$ cat src/rtl/ddr_mr_pkg.sv
package ddr_mr_pkg;
  localparam int ADDR_W  = 12;
  localparam int BA_W    = 2;
  localparam int MR_W    = ADDR_W + BA_W;
  localparam int DLL_BIT = 8;

  typedef logic [MR_W-1:0] mr_word_t;

  localparam logic [2:0] CL_SUPPORTED = 3'b011;
  localparam logic [6:0] OPM_NORMAL   = 7'b0000000;
  localparam logic [6:0] OPM_DLL_RST  = 7'b0000010;

  function automatic logic [3:0] burst_len_of(input logic [2:0] code);
    case (code)
      3'b001:  return 4'd2;
      3'b010:  return 4'd4;
      3'b011:  return 4'd8;
      default: return 4'd0;
    endcase
  endfunction

  function automatic logic word_reserved(input mr_word_t w);
    logic bad_len, bad_cl, bad_op;
    bad_len = (burst_len_of(w[2:0]) == 4'd0);
    bad_cl  = (w[6:4] != CL_SUPPORTED);
    bad_op  = (w[13:7] != OPM_NORMAL) && (w[13:7] != OPM_DLL_RST);
    return bad_len | bad_cl | bad_op;
  endfunction
endpackage

$ cat src/rtl/mr_field_decode.sv
module mr_field_decode
  import ddr_mr_pkg::*;
(
  input  mr_word_t   word,
  output logic [3:0] burst_len,
  output logic       interleaved,
  output logic [2:0] cas_code
);
  always_comb begin
    burst_len   = burst_len_of(word[2:0]);
    interleaved = word[3];
    cas_code    = word[6:4];
  end
endmodule

$ cat src/rtl/mr_lockout.sv
module mr_lockout #(
  parameter int TMRD = 2
) (
  input  logic clk,
  input  logic rst_n,
  input  logic start,
  output logic busy
);
  localparam int CW = (TMRD < 2) ? 1 : $clog2(TMRD + 1);
  localparam logic [CW-1:0] RELOAD = CW'(TMRD - 1);

  logic [CW-1:0] cnt_q, cnt_d;

  always_comb begin
    cnt_d = cnt_q;
    if (start)               cnt_d = RELOAD;
    else if (cnt_q != '0)    cnt_d = cnt_q - 1'b1;
  end

  always_ff @(posedge clk or negedge rst_n) begin
    if (!rst_n) cnt_q <= '0;
    else        cnt_q <= cnt_d;
  end

  assign busy = (cnt_q != '0);
endmodule

$ cat src/rtl/ddr_mode_reg_unit.sv
module ddr_mode_reg_unit
  import ddr_mr_pkg::*;
#(
  parameter int NUM_BANKS = 4,
  parameter int TMRD      = 2
) (
  input  logic                 clk,
  input  logic                 rst_n,
  input  logic                 cmd_load,
  input  logic                 cmd_other,
  input  logic [ADDR_W-1:0]    addr,
  input  logic [BA_W-1:0]      bank,
  input  logic [NUM_BANKS-1:0] bank_idle,
  output logic [MR_W-1:0]      mode_word,
  output logic [3:0]           burst_len,
  output logic                 burst_interleaved,
  output logic [2:0]           cas_code,
  output logic                 dll_reset_pulse,
  output logic                 cfg_valid,
  output logic                 cfg_invalid,
  output logic                 load_error,
  output logic                 busy,
  output logic                 cmd_violation
);
  mr_word_t load_word, mode_q, mode_d;
  logic     valid_q, valid_d, inval_q, inval_d;
  logic     dll_q, dll_d, err_q, err_d, viol_q, viol_d;
  logic     load_try, load_ok, load_bad, blocked;

  assign load_word = {bank, addr};
  assign blocked   = busy & (cmd_load | cmd_other);
  assign load_try  = cmd_load & ~busy;
  assign load_ok   = load_try & (bank == '0) & (&bank_idle);
  assign load_bad  = load_try & ~load_ok;

  always_comb begin
    mode_d  = mode_q;
    valid_d = valid_q;
    inval_d = inval_q;
    if (load_ok) begin
      mode_d          = load_word;
      mode_d[DLL_BIT] = 1'b0;
      valid_d         = 1'b1;
      inval_d         = word_reserved(load_word);
    end
    dll_d  = load_ok & load_word[DLL_BIT];
    err_d  = load_bad;
    viol_d = blocked;
  end

  always_ff @(posedge clk or negedge rst_n) begin
    if (!rst_n) begin
      mode_q  <= '0;
      valid_q <= 1'b0;
      inval_q <= 1'b0;
      dll_q   <= 1'b0;
      err_q   <= 1'b0;
      viol_q  <= 1'b0;
    end else begin
      mode_q  <= mode_d;
      valid_q <= valid_d;
      inval_q <= inval_d;
      dll_q   <= dll_d;
      err_q   <= err_d;
      viol_q  <= viol_d;
    end
  end

  mr_lockout #(.TMRD(TMRD)) lock_i (
    .clk   (clk),
    .rst_n (rst_n),
    .start (load_ok),
    .busy  (busy)
  );

  mr_field_decode dec_i (
    .word        (mode_q),
    .burst_len   (burst_len),
    .interleaved (burst_interleaved),
    .cas_code    (cas_code)
  );

  assign mode_word       = mode_q;
  assign cfg_valid       = valid_q;
  assign cfg_invalid     = inval_q;
  assign dll_reset_pulse = dll_q;
  assign load_error      = err_q;
  assign cmd_violation   = viol_q;
endmodule

$ cat config.mk
export PLATFORM = sky130hd
export DESIGN_NAME = ddr_mode_reg_unit
export DESIGN_NICKNAME = d
export VERILOG_FILES = /design/src/rtl/ddr_mr_pkg.sv /design/src/rtl/mr_field_decode.sv /design/src/rtl/mr_lockout.sv /design/src/rtl/ddr_mode_reg_unit.sv
export SDC_FILE = /design/constraint.sdc
export NUM_CORES = 1
export LEC_CHECK = 0
export ABC_AREA = 1
export BUFFER_PORTS_ARGS = -buffer_cell sky130_fd_sc_hd__clkbuf_2
export CAP_MARGIN = 20
export CORE_UTILIZATION = 35
export CTS_CLUSTER_SIZE = 10
export DETAILED_ROUTE_END_ITERATION = 8
export GPL_TIMING_DRIVEN = 0
export SETUP_SLACK_MARGIN = 0.4
export SYNTH_ARGS = -nofsm -noshare
export SYNTH_HDL_FRONTEND = slang
export SYNTH_SLANG_ARGS = --single-unit
$ cat constraint.sdc
create_clock -name clk -period 3 [get_ports clk]
set_clock_uncertainty 0.05 [all_clocks]
set_input_delay 0.15 -clock clk [delete_from_list [all_inputs] [get_ports clk]]
set_output_delay 0.15 -clock clk [all_outputs]
set_load 0.02 [all_outputs]
=== Yosys cells after proc, flatten, opt, wreduce, memory -nomap -nowiden ===
Index checks and enable logic that the tools add are counted.

* Register bits after elaboration: 20
* Output and inout bits: 28

* Add/subtract/negate cells: 1
* Equal/unequal tests: 8
* Multiplexer cells: 5
* Bitwise gates (word level): 11
* Reductions and logical operators: 7

{| class="wikitable"
|+ Operators with widths
! kind !! count
|-
| $pmux W4 S3 || 2
|-
| $eq A3 B2 Y1 const B || 4
|-
| $ne A7 B2 Y1 const B || 1
|-
| $reduce_bool A7 Y1 || 1
|-
| $and A1 B1 Y1 || 6
|-
| $eq A3 B1 Y1 const B || 2
|-
| $logic_not A4 Y1 || 1
|-
| $mux W2 || 2
|-
| $mux W4 || 1
|-
| $reduce_and A4 Y1 || 1
|-
| $reduce_bool A2 Y1 || 2
|-
| $ne A3 B2 Y1 const B || 1
|-
| $or A1 B1 Y1 || 3
|-
| $logic_not A2 Y1 || 1
|-
| $not A1 Y1 || 2
|-
| $sub A2 B1 Y2 const B || 1
|-
| $logic_and A1 B1 Y1 || 1
|}

=== Longest topological paths before layout ===
Gate-level depths: netlist of the first run.

* Depth in word-level cells: 9
* Gate-level depth with buffers: 9

=== By module ===
From an unflattened synthesis of the first run, not the netlist that was laid out.

* Cell total of the unflattened synthesis: 116
* Area, all modules: 958.4 um^2

{| class="wikitable"
|+ By module, submodules not included
! module !! times used !! cells an instance !! area each (um^2) !! sequential area each (um^2)
|-
| ddr_mode_reg_unit || 1 || 89 || 783.3 || 450.4
|-
| mr_lockout || 1 || 14 || 107.6 || 50.0
|-
| mr_field_decode || 1 || 13 || 67.6 || 0.0
|}

=== Least setup slack after synthesis of the first run ===
OpenSTA, ideal clock, no wires.

* Kind: reg2reg
* Start: register lock_i.cnt_q[0]
* End: register mode_q[1] (netlist: mode_word[1])
* Library setup time: 0.127 ns
* Arrival: 1.183 ns
* Required time: 2.823 ns
* Path slack: 1.640 ns
* Cell stages (with the launch flop): 9
* Buffers on the path: 1
* Clock period less this slack: 1.360 ns
* Cell sequence: dfrtp_1 inv_1 ha_1 nand2_2 inv_2 nand2_2 nor2_4 buf_6 o21ai_0

* Cells in the longest elaborated chain, start to end: 5

{| class="wikitable"
|+ Ends and longest elaborated chain
! element !! RTL line !! RTL
|-
| start: declaration || mr_lockout.sv:12 || <nowiki>logic [CW-1:0] cnt_q, cnt_d;</nowiki>
|-
| start signal: assignment || mr_lockout.sv:22 || <nowiki>else cnt_q <= cnt_d;</nowiki>
|-
| $reduce_bool A2 Y1 || mr_lockout.sv:25 || <nowiki>assign busy = (cnt_q != '0);</nowiki>
|-
| $not A1 Y1 || ddr_mode_reg_unit.sv:32 || <nowiki>assign load_try = cmd_load & ~busy;</nowiki>
|-
| $and A1 B1 Y1 || ddr_mode_reg_unit.sv:32 ||
|-
| $and A1 B1 Y1 (2 in series) || ddr_mode_reg_unit.sv:33 || <nowiki>assign load_ok = load_try & (bank == '0) & (&bank_idle);</nowiki>
|-
| end signal: assignment || ddr_mode_reg_unit.sv:60 || <nowiki>mode_q <= mode_d;</nowiki>
|-
| end: declaration || ddr_mode_reg_unit.sv:25 || <nowiki>mr_word_t load_word, mode_q, mode_d;</nowiki>
|}

Every way passes these cells.
A chain may end at the register's enable or synchronous reset.

=== Worst setup path after layout of the first run ===
Ends and elaborated chain as after synthesis.

==> flow_metrics.tcl, run 1 <==
set metrics [dict create \
    outcome "completed" \
    first_iter_violations 11 \
    antenna_found_initial 0 \
    powerDensity_nw_per_um2 678 \
    clkSlewWorstSetupHoldPaths_ns 0.11 \
    wire_per_inst_um 10.4 \
    clock_path_buffers 2 \
    slew_violations 0 \
    power_frac_seq_pct 41.9 \
    hold_class "input port to register" \
    cpPeakStageDelay_ns 0.40 \
    drcViolationCount 0 \
    drive_gt1_share_pct 40.0 \
    antenna_cells 0 \
    whs_path_depth 3 \
    cp_cell_sequence "inv_1, ha_1, nand2_2, inv_2, nand2_2, nor2_4, buf_6, o21ai_0" \
    end_kind "register" \
    cp_top_family "flip-flops" \
    initial_core_util_pct 37.6 \
    grt_usage_pct 16.5 \
    rrSetupSlack_ns 1.45 \
    dieHeight_um 53.9 \
    drv_cap 0 \
    cts-root-buf "clkbuf_4" \
    rsz0062_at_grt "no" \
    cp.required_ns 3.13 \
    cts.sinks 20 \
    synth_cell_types 19 \
    post-cts-setup-buffers 0 \
    crit_top_cell "nand2_2" \
    setup_viol 0 \
    start_kind "register" \
    tns_ns 0 \
    hp-start "addr[4]" \
    rows 18 \
    dr.pass1.iters 4 \
    die-width_um 53.9 \
    hold_end "mode_word[4]" \
    cts_buffers 3 \
    syn_area_um2 941 \
    leakage_nw 0.764 \
    r2r_start "lock_i.cnt_q[0]" \
    ant_nets 0 \
    dp_hpwl_um 1550 \
    power.switching_w 0.000336 \
    cts_resized 0 \
    vdd_drop_max_v 0.000339 \
    fin_crit_ns 1.55 \
    insertion_delay_ns 0.29 \
    postPlaceCellArea_um2 1220 \
    syn2layout_area_growth_pct 36.4 \
    path_max_fanout 10 \
    io_buffers 47 \
    tritoncts "done" \
    ios 50 \
    r2r_cells 8 \
    path_class "register to register" \
    cp_slowest_cell "dfrtp_1" \
    yosysSeqAreaShare_pct 53.2 \
    htreeDepth 1 \
    r2r-end "mode_word[1]" \
    hold_viol 0 \
    grt_first_pass_wirelength_um 3330 \
    final_area_um2 1280 \
    synth_warnings 0 \
    overflow 0 \
    critPathLaunch "lock_i.cnt_q[0]" \
    via_per_inst 4.21 \
    gp_congestion 0.675 \
    synth-seq-cells 20 \
    power_switching_share_pct 38.6 \
    grt_pass1_vias 774 \
    worstPathArrival_ns 1.68 \
    grt_max_degree 21 \
    dieArea_um2 2900 \
    min_period_over_period_pct 51.7 \
    nets 189 \
    intPower_w 0.000535 \
    avgSynthCellArea_um2 8.55 \
    power_frac_comb_pct 40.4 \
    core-area_um2 2500 \
    fmax_ghz 0.645 \
    syn_inst 110 \
    wl_um 2030 \
    power_frac_clock_pct 17.6 \
    vias 821 \
    critPathBufInv 3 \
]
routing by layer:
layer / track usage, % / part of all wire, % / up-vias
met4: 10.5 / 1.3 / 0
met3: 1.69 / 4.3 / 2
met5: 0 / 0 / -
li1: - / - / 435
met1: 19.5 / 43 / 361
met2: 28.2 / 51 / 23
synthesized netlist by cell type, drive strengths merged:
cell type | count | area share, %
buf | 8 | 7.2
nor2 | 15 | 7.6
dfrtp | 20 | 53
o21ai | 8 | 4.3
nand2 | 31 | 13
nor3 | 3 | 1.6
nand4 | 1 | 0.67
conb | 1 | 0.40
or2 | 1 | 0.67
ha | 1 | 1.3
nand3 | 3 | 2.9
inv | 17 | 6.8
a21oi | 1 | 0.53
flip-flops by register name, indices dropped and copies added (netlist names):
| name | flops |
|---|---|
| dll_reset_pulse | 1 |
| lock_i.cnt_q | 2 |
| cfg_valid | 1 |
| mode_word | 13 |
| cfg_invalid | 1 |
| cmd_violation | 1 |
| load_error | 1 |
logic make-up (layout without fill, tap and decap cells):
family,after synthesis,in the layout,share of synthesized area (%)
adders and majority gates,1,1,1.33
and+or+nand+nor,54,54,26.3
DFF,20,20,53.2
AOI/OAI and AO/OA,9,9,4.79
buffers and inverters,25,79,14.0
other,1,2,0.399
worst max path at each step:
stage / end / depth (start not counted) / slack (ns)
floorplan: mode_word[1] / 8 / 1.64
global placement: mode_word[1] / 8 / 1.51
detailed placement: mode_word[1] / 8 / 1.45
CTS: mode_word[1] / 8 / 1.43
global route: mode_word[1] / 8 / 1.30
finish: mode_word[1] / 8 / 1.45
metrics by stage:
stage	hold slack, ns	cells	util (%)	total power (W)	setup slack [ns]
detailed placement	0.0964	188	48.7	0.000725	1.45
CTS	0.00230	195	51.4	0.000885	1.43
global placement	0.0909	188	48.7	0.000711	1.51
global route	0.0114	195	51.4	0.000947	1.30
floorplan	-0.196	111	-	0.000601	1.64
finish	0.0139	195	51.4	0.000871	1.45
cell usage in the layout (no fill, tap or decap):
master         count
inv_1             16
a21oi_1            1
conb_1             2
clkbuf_2          47
buf_6              2
dlygate4sd3_1      3
nand2_2            2
clkbuf_4           3
or2_2              1
nor3_1             3
nand2_1           29
o21ai_0            4
ha_1               1
inv_2              1
nor2_1            13
nand3_4            1
nor2_4             2
o21ai_1            4
nand3_1            2
dfrtp_1           20
clkbuf_8           1
buf_4              6
nand4_1            1
area by class of cell:
class / count / area, um2
sequential: 20 / 500
clock buffer: 4 / 36.3
buffer: 8 / 67.6
inverter: 17 / 63.8
timing repair buffer: 50 / 265
fill: 241 / 1220
multi-input combinational: 66 / 313
tap: 30 / 37.5
tightest hold or removal path: stages:
cell and delay [ns]:
clkbuf_2 0.09, nand2_1 0.05, nand2_1 0.04
power groups by stage:
stage                     sequential, W  combinational (W)  clock, W
after floorplan                0.000427           0.000175         0
after global placement         0.000367           0.000343         0
after detailed placement       0.000371           0.000354         0
after CTS                      0.000366           0.000358  0.000161
after global routing           0.000374           0.000395  0.000178
final                          0.000365           0.000352  0.000154
what timing repair did:
item | in CTS | in global routing
endpoints found under the hold margin | 22 | 0
hold buffers | 3 | 0
endpoints found under the setup margin | 0 | 0
No activity file was read; power rests on OpenSTA's default activity.
==> run 2, diff against run 1 <==
--- a/config.mk
+++ b/config.mk
@@ -12,6 +12,7 @@
 export CTS_CLUSTER_SIZE = 10
 export DETAILED_ROUTE_END_ITERATION = 8
 export GPL_TIMING_DRIVEN = 0
+export PLACE_DENSITY = 0.67
 export SETUP_SLACK_MARGIN = 0.4
 export SYNTH_ARGS = -nofsm -noshare
 export SYNTH_HDL_FRONTEND = slang
==> constraint.sdc (replaced) <==
create_clock -name clk -period 1.3 [get_ports clk]
set_clock_uncertainty 0.05 [all_clocks]
set_input_delay 0.065 -clock clk [delete_from_list [all_inputs] [get_ports clk]]
set_output_delay 0.065 -clock clk [all_outputs]
set_load 0.02 [all_outputs]
==> run 2 against run 1 <==
Effect of this change: the run now ends with setup timing left; via count grew 25%; hold slack gained 0.018 ns; global-route usage grew 3.9 points; die area is the same; clock power grew 87%; final cell count grew 17%; clock-buffer cell count shrank 1; sequential power grew 140%; first-iteration DRC count grew 18%.
==> flow_metrics.tcl, run 2 (same netlist as run 1, synthesis figures left out) <==
set metrics [dict create \
    rows 18 \
    clock_path_buffers 2 \
    die-width_um 53.9 \
    hp-start "cmd_load" \
    antenna_cells 0 \
    nets 223 \
    use_met2_pct 37.7 \
    violations "setup timing" \
    ios 50 \
    dr.pass1.iters 4 \
    hold_class "input port to register" \
    overflow 0 \
    final_cells 228 \
    slew_headroom_pct 66.1 \
    tightest_slew_ns 0.508 \
    hold_end "cmd_violation" \
    io_buffers 47 \
    use_met3_pct 1.98 \
    cts.sinks 20 \
    final_area_um2 1930 \
    core-area_um2 2500 \
    wl_um 2930 \
    grt_util_met1_pct 23.5 \
    dp_cells 188 \
    dp_hpwl_um 1470 \
    whs_path_depth 3 \
    initial_core_util_pct 37.6 \
    rrSetupSlack_ns -0.05 \
    cts_buffers 3 \
    tns_ns -0.512 \
    via_per_inst 4.52 \
    fin_crit_ns 1.35 \
    leakage_nw 1.02 \
    rsz0062_at_grt "yes" \
    first_iter_violations 13 \
    postPlaceCellArea_um2 1230 \
    syn2layout_area_growth_pct 105 \
    dieArea_um2 2900 \
    setup_viol 16 \
    ant_nets 0 \
    wire_per_inst_um 12.9 \
    worstPathArrival_ns 1.24 \
    grt_first_pass_wirelength_um 4110 \
    min_period_over_period_pct 104 \
    total_power_w 0.00284 \
    powerDensity_nw_per_um2 1470 \
    slew_violations 0 \
    htreeDepth 1 \
    start_kind "register" \
    tritoncts "done" \
    outcome "complete, but fails checks" \
    grt_max_degree 21 \
    drive_gt1_share_pct 61.1 \
    r2r-end "cfg_invalid" \
    cp.required_ns 1.19 \
    end_kind "output port" \
    final_cell_mix "buf_4 (21), clkbuf_2 (21), nand2_1 (20)" \
    dieHeight_um 53.9 \
    antenna_found_initial 0 \
    whs_ns 0.0318 \
    clkSlewWorstSetupHoldPaths_ns 0.10 \
    cts-root-buf "clkbuf_4" \
    path_class "register to output port" \
    insertion_delay_ns 0.29 \
    drcViolationCount 0 \
    path_max_fanout 4 \
    vias 1030 \
    r2r_cells 8 \
    grt-busiest-layer "met2" \
    drv_cap 0 \
    grt_usage_pct 20.5 \
    r2r_start "lock_i.cnt_q[0]" \
    hold_viol 0 \
    gp_congestion 0.687 \
    grt_pass1_vias 941 \
    postLayoutSetupSlackWorst_ns -0.0544 \
    largest_reg_flops 13 \
    fmax_ghz 0.738 \
    vdd_drop_max_v 0.000942 \
]
run 2: cell count changes in the layout (fill, tap and decap cells not counted), sizes merged:
cell	delta
clkbuf	-13
buf	+34
nand3	+1
dlygate4sd3	+11
run 2: timing repair:
item | 4_1_cts | 5_1_grt
endpoints found under the hold margin | 34 | 0
gates resized for setup | 69 | 39
setup endpoints to repair | 45 | 46
hold buffers | 14 | 0
buffers inserted | 7 | 13
cloned | 3 | 0
pin swaps | 7 | 9
run 2: cell type report:
class,instances,area [um2]
clock buffers,3,22.5
repair buffers,83,772
well taps,30,37.5
flip-flops and latches,20,502
fillers,154,571
plain buffers,8,82.6
inverters,17,68.8
multi-input cells,67,444
run 2: through the flow:
stage	util [%]	setup WS [ns]
after floorplan	-	0.0809
after global placement	49.2	-0.00768
after detailed placement	49.2	-0.0478
after CTS	69.4	-0.0471
after global routing	77.2	-0.102
final	77.2	-0.0544
run 2: worst max path at each step:
| stage | slack [ns] | end | from |
|---|---|---|---|
| floorplan | 0.08 | mode_word[3] | lock_i.cnt_q[1] |
| global placement | -0.008 | cfg_invalid | lock_i.cnt_q[0] |
| detailed placement | -0.05 | mode_word[9] | lock_i.cnt_q[0] |
| CTS | -0.05 | mode_word[4] | lock_i.cnt_q[0] |
| global route | -0.10 | mode_word[4] | lock_i.cnt_q[0] |
| finish | -0.05 | busy | lock_i.cnt_q[0] |
run 2: worst max-delay path, cell delays in order (launching register included):
cell     delay [ns]
dfrtp_1        0.42
inv_2          0.09
ha_4           0.16
buf_4          0.12
inv_4          0.03
buf_8          0.12
run 2: routing by layer:
layer,vias up,share of wire [%]
li1,505,-
met1,493,40
met2,28,56
met3,4,3.2
met4,0,0.85
met5,-,0
run 2: where the power goes:
group          internal (W)  switching [W]
sequential         0.000766       0.000122
combinational      0.000920       0.000739
clock              0.000108       0.000180
total               0.00179        0.00104
